### src/rtl/mdrop_pkg.sv
package mdrop_pkg;
    typedef enum logic {
        ST_OPEN   = 1'b0,
        ST_LISTEN = 1'b1
    } flt_state_e;
endpackage

### src/rtl/mdrop_addr_cmp.sv
module mdrop_addr_cmp #(
    parameter int AW = 8
) (
    input  logic [AW-1:0] rx_addr,
    input  logic [AW-1:0] node_addr,
    input  logic [AW-1:0] addr_mask,
    output logic          own_hit,
    output logic          bcast_hit
);
    logic [AW-1:0] own_bit_ok;
    logic [AW-1:0] bc_bit_ok;

    for (genvar i = 0; i < AW; i++) begin : g_bit
        // masked position must equal the node address bit
        assign own_bit_ok[i] = !addr_mask[i] || (rx_addr[i] == node_addr[i]);
        // broadcast: positions where node|mask is 0 must be 0
        assign bc_bit_ok[i]  = (node_addr[i] | addr_mask[i]) || !rx_addr[i];
    end

    assign own_hit   = &own_bit_ok;
    assign bcast_hit = &bc_bit_ok;
endmodule

### src/rtl/mdrop_flag_fsm.sv
module mdrop_flag_fsm
    import mdrop_pkg::*;
(
    input  logic clk,
    input  logic rst_n,
    input  logic host_set,
    input  logic host_clr,
    input  logic hw_clr,
    output logic listen
);
    flt_state_e state_q, state_d;

    always_ff @(posedge clk or negedge rst_n) begin
        if (!rst_n) state_q <= ST_OPEN;
        else        state_q <= state_d;
    end

    always_comb begin
        state_d = state_q;
        unique case (state_q)
            ST_OPEN: begin
                if (host_set) state_d = ST_LISTEN;
            end
            ST_LISTEN: begin
                if (host_set)               state_d = ST_LISTEN;
                else if (host_clr || hw_clr) state_d = ST_OPEN;
            end
            default: state_d = ST_OPEN;
        endcase
    end

    always_comb begin
        listen = (state_q == ST_LISTEN);
    end
endmodule

### src/rtl/mdrop_accept_reg.sv
module mdrop_accept_reg #(
    parameter int AW = 8
) (
    input  logic        clk,
    input  logic        rst_n,
    input  logic        rx_valid,
    input  logic [AW:0] rx_char,
    input  logic        nine_bit_en,
    input  logic        auto_en,
    input  logic        listen,
    input  logic        own_hit,
    input  logic        bcast_hit,
    output logic        hw_clr,
    output logic        acc_valid,
    output logic [AW:0] acc_char
);
    localparam int MARK = AW;

    logic is_addr;
    logic hit;
    logic take;

    always_comb begin
        is_addr = rx_char[MARK];
        hit     = own_hit || bcast_hit;
        take    = 1'b0;
        hw_clr  = 1'b0;
        if (rx_valid) begin
            if (!nine_bit_en || !listen) begin
                take = 1'b1;
            end else if (is_addr) begin
                take   = !auto_en || hit;
                hw_clr = auto_en && hit;
            end
        end
    end

    always_ff @(posedge clk or negedge rst_n) begin
        if (!rst_n) begin
            acc_valid <= 1'b0;
            acc_char  <= '0;
        end else begin
            acc_valid <= take;
            if (take) acc_char <= rx_char;
        end
    end
endmodule

### src/rtl/mdrop_addr_filter.sv
module mdrop_addr_filter #(
    parameter int AW = 8
) (
    input  logic        clk,
    input  logic        rst_n,
    input  logic        nine_bit_en,
    input  logic        auto_en,
    input  logic [AW-1:0] node_addr,
    input  logic [AW-1:0] addr_mask,
    input  logic        host_set_listen,
    input  logic        host_clr_listen,
    input  logic        rx_valid,
    input  logic [AW:0] rx_char,
    output logic        acc_valid,
    output logic [AW:0] acc_char,
    output logic        listen_flag
);
    logic own_hit, bcast_hit, hw_clr;

    mdrop_addr_cmp #(.AW(AW)) cmp_i (
        .rx_addr   (rx_char[AW-1:0]),
        .node_addr (node_addr),
        .addr_mask (addr_mask),
        .own_hit   (own_hit),
        .bcast_hit (bcast_hit)
    );

    mdrop_accept_reg #(.AW(AW)) acc_i (
        .clk         (clk),
        .rst_n       (rst_n),
        .rx_valid    (rx_valid),
        .rx_char     (rx_char),
        .nine_bit_en (nine_bit_en),
        .auto_en     (auto_en),
        .listen      (listen_flag),
        .own_hit     (own_hit),
        .bcast_hit   (bcast_hit),
        .hw_clr      (hw_clr),
        .acc_valid   (acc_valid),
        .acc_char    (acc_char)
    );

    mdrop_flag_fsm fsm_i (
        .clk      (clk),
        .rst_n    (rst_n),
        .host_set (host_set_listen),
        .host_clr (host_clr_listen),
        .hw_clr   (hw_clr),
        .listen   (listen_flag)
    );
endmodule

### config.mk
export PLATFORM = sky130hd
export DESIGN_NAME = mdrop_addr_filter
export DESIGN_NICKNAME = d
export VERILOG_FILES = /design/src/rtl/mdrop_pkg.sv /design/src/rtl/mdrop_addr_cmp.sv /design/src/rtl/mdrop_flag_fsm.sv /design/src/rtl/mdrop_accept_reg.sv /design/src/rtl/mdrop_addr_filter.sv
export SDC_FILE = /design/constraint.sdc
export NUM_CORES = 1
export LEC_CHECK = 0
export BUFFER_PORTS_ARGS = -buffer_cell sky130_fd_sc_hd__buf_4
export CAP_MARGIN = 20
export CORE_MARGIN = 1.5
export CORE_UTILIZATION = 43
export DETAILED_ROUTE_END_ITERATION = 8
export PLACE_DENSITY = 0.82
export SLEW_MARGIN = 10
export SYNTH_ARGS = -nofsm -noshare
export SYNTH_HDL_FRONTEND = slang
export SYNTH_HIERARCHICAL = 1
export SYNTH_SLANG_ARGS = --single-unit
### constraint.sdc
create_clock -name clk -period 2.6 [get_ports clk]
set_input_delay 0.39 -clock clk [delete_from_list [all_inputs] [get_ports clk]]
set_output_delay 0.39 -clock clk [all_outputs]
set_load 0.005 [all_outputs]
==> flow_metrics.tcl <==
set metrics [dict create \
    hold_viol_final 0 \
    multiInputGateArea_um2 359 \
    antenna_found_initial 0 \
    synthesis.nets 88 \
    final_min_period_over_clock_period_pct 74.9 \
    syn_area_per_cell_um2 11.5 \
    core_area_um2 1350 \
    sinks_on_the_clock_net 11 \
    layout.filler_cells 96 \
    timing.final.setup_violations 0 \
    drt_iter0_drc 6 \
    yosysWarnings 6 \
    grt_start_max_net_pins 12 \
    data_required_time_at_the_worst_endpoint_ns 2.74 \
    unrepaired_setup_endpoints_after_global_routing "no" \
    max-cap-violations 0 \
    maxClockFrequency_mhz 513 \
    hold_class "primary input to register" \
    die-width_um 41.6 \
    dp.cells 113 \
    synthCells 56 \
    port_buffers 42 \
    place_worst_setup_slack_ns 0.382 \
    worst_r2r_path_depth 3 \
    vias_per_cell 5.25 \
    grt_pass1_wl_mm 2.80 \
    floorplan.io_pins 43 \
    route.vias.total 620 \
    crit-reg2reg-launch "fsm_i/listen" \
    clock_latency_ns 0.26 \
    avgRoutedWirePerCell_um 14.4 \
    layout-area-overhead-vs-synth_pct 57.7 \
    die_h_um 41.6 \
    seq_area_frac_synth_pct 42.9 \
    drv_slew 0 \
    worstSetupEndpointType "register" \
    gp_congestion 0.741 \
    dp_hpwl_mm 1.40 \
    layout_setup_ws_ns 0.652 \
    power.leakage_nw 0.487 \
    grt_pass1_vias 635 \
    clock_buffer_count_from_cts 3 \
    fraction_of_final_layout_cells_with_drive_strength_greater_than_1_pct 55.3 \
    cts.path.max_buffers 2 \
    floorplan.die_area_um2 1730 \
    cp_max_fo 9 \
    tightestPinTransition_ns 0.359 \
    cts.clk_slew.worst_paths_ns 0.06 \
    hold_path_depth 2 \
    reg2reg_to "acc_i/acc_char[4]" \
    setup.worst_path.start_class "primary input" \
    worst_ep_arrival_time_ns 2.09 \
    drtPass1Iterations 2 \
    stdcell_count 118 \
    initial_utilization_pct 47.5 \
    rows 13 \
    root_buf_cell "clkbuf_4" \
    seq_area_um2 275 \
    finish.net_count 136 \
    post-cts-setup-buffers 0 \
    track_usage_pct 21.3 \
    post-route-drc-count 0 \
    finish.instance_area_um2 1010 \
    max-slew-margin-rel_pct 75.8 \
    timing.final.crit_period_ns 1.95 \
    hold_end "fsm_i/listen" \
    worst_ir_drop_vdd_mv 0.374 \
    htreeDepth 1 \
    grt-ovfl-total 0 \
    number_of_antenna_violating_nets_in_the_routed_design 0 \
    synth_seq_cells 11 \
    antennaDiodeCount 0 \
    postRouteWirelength_mm 1.70 \
    synth_cell_types 21 \
    hold_ws_ns 0.307 \
    r2r_slack_ns 1.31 \
    synthesis.area_um2 642 \
    result_of_the_run "complete, no violations" \
    power.density_cell_area_nw_per_um2 471 \
    place_area_um2 976 \
    largest_clock_skew_in_the_final_design_ns 0.00181 \
    tritoncts "built" \
    worst_hold_startpoint "host_set_listen" \
    finalSetupTns_ns 0 \
    setup.worst_path.class "primary input to register" \
]
[state kept, by name (all words and copies together), names as in the netlist]
| name | flops |
|---|---|
| fsm_i/listen | 1 |
| acc_i/acc_valid | 1 |
| acc_i/acc_char | 9 |
[synthesized netlist by cell type]
master	instances	area share, %
o32ai_1	1	1.4
nand2_1	2	1.2
o311ai_1	1	1.4
a21bo_2	1	1.6
nand2b_1	1	0.98
inv_1	2	1.2
xor2_1	8	11
mux2_2	8	14
o21ai_4	1	2.5
o21ai_0	1	0.78
a21o_1	1	1.2
nor3b_1	4	4.7
nor3b_2	1	1.9
dfrtp_1	11	43
a22oi_1	4	4.7
nand3_1	1	0.78
nor2_1	3	1.8
and4_1	1	1.4
nor3_1	2	1.6
or3b_1	1	1.4
nor4_2	1	1.9
[repair_timing]
action | CTS | global route
gates resized for setup | 0 | 0
hold buffers | 1 | 0
endpoints found under the hold margin | 11 | 0
[metrics by stage]
| stage | util (%) | total power [W] |
|---|---|---|
| after floorplan | - | 0.000272 |
| after global placement | 72.3 | 0.000365 |
| after detailed placement | 72.3 | 0.000369 |
| after CTS | 75.0 | 0.000485 |
| after global routing | 75.0 | 0.000506 |
| final | 75.0 | 0.000477 |
[worst max path at each step]
stage               startpoint           endpoint  slack (ns)
finish              rx_char[5]  acc_i/acc_char[4]        0.65
global route        rx_char[5]  acc_i/acc_char[0]        0.57
global placement    rx_char[3]  acc_i/acc_char[5]        0.42
floorplan           rx_char[5]  acc_i/acc_char[0]        0.67
CTS                 rx_char[5]  acc_i/acc_char[4]        0.66
detailed placement  rx_char[5]  acc_i/acc_char[1]        0.38
[per-layer routing]
metal	global-route usage, %	vias to the layer above	wire length, µm
li1	-	299	-
met1	26.3	303	729
met2	34.4	16	879
met3	4.78	2	78
met4	11.6	0	12
met5	0	-	0
[worst max-delay path: stages]
cell and delay [ns]:
buf_4 0.12, nor3b_1 0.13, nor2_1 0.10, o311ai_1 0.13, nor4_2 0.41, nor3b_2 0.12, o21ai_4 0.31, mux2_2 0.38
[cells in the final DEF, fill, tap and decap left out]
cell type	n
nor2_1	3
nor3b_2	1
nor4_2	1
clkbuf_4	3
o21ai_0	1
o311ai_1	1
o32ai_1	1
inv_1	2
nor3b_1	4
nand3_1	1
clkbuf_1	1
or3b_1	1
dlygate4sd3_1	1
o21ai_4	1
and4_1	1
nor3_1	2
dfrtp_1	11
buf_4	42
a22oi_1	4
xor2_1	8
nand2_1	2
a21o_1	1
nand2b_1	1
mux2_2	8
a21bo_2	1
[layout make-up]
cell class | count | share of cell area (%)
Timing Repair Buffer | 43 | 32.1
Inverter | 2 | 0.742
Tap cell | 15 | 1.85
Sequential cell | 11 | 27.2
Clock buffer | 4 | 2.60
Multi-Input combinational cell | 43 | 35.5
[report_power, final]
group          switching [W]  internal (W)  leakage [nW]  total [W]
clock network      0.0000507     0.0000592        0.0150   0.000110
logic              0.0000602     0.0000986         0.344   0.000159
registers          0.0000132      0.000195         0.128   0.000209
total               0.000124      0.000353         0.487   0.000477
[logic make-up (layout without fill, tap and decap cells)]
logic type / after synthesis / count (layout) / share of synthesized area, %
AOI/OAI and AO/OA: 10 / 10 / 13.5
buffers and inverters: 2 / 49 / 1.17
xor gates and xnor gates: 8 / 8 / 10.9
and+or+nand+nor: 17 / 17 / 17.5
muxes: 8 / 8 / 14.0
DFF: 11 / 11 / 42.9
No activity file was read; power rests on OpenSTA's default activity.
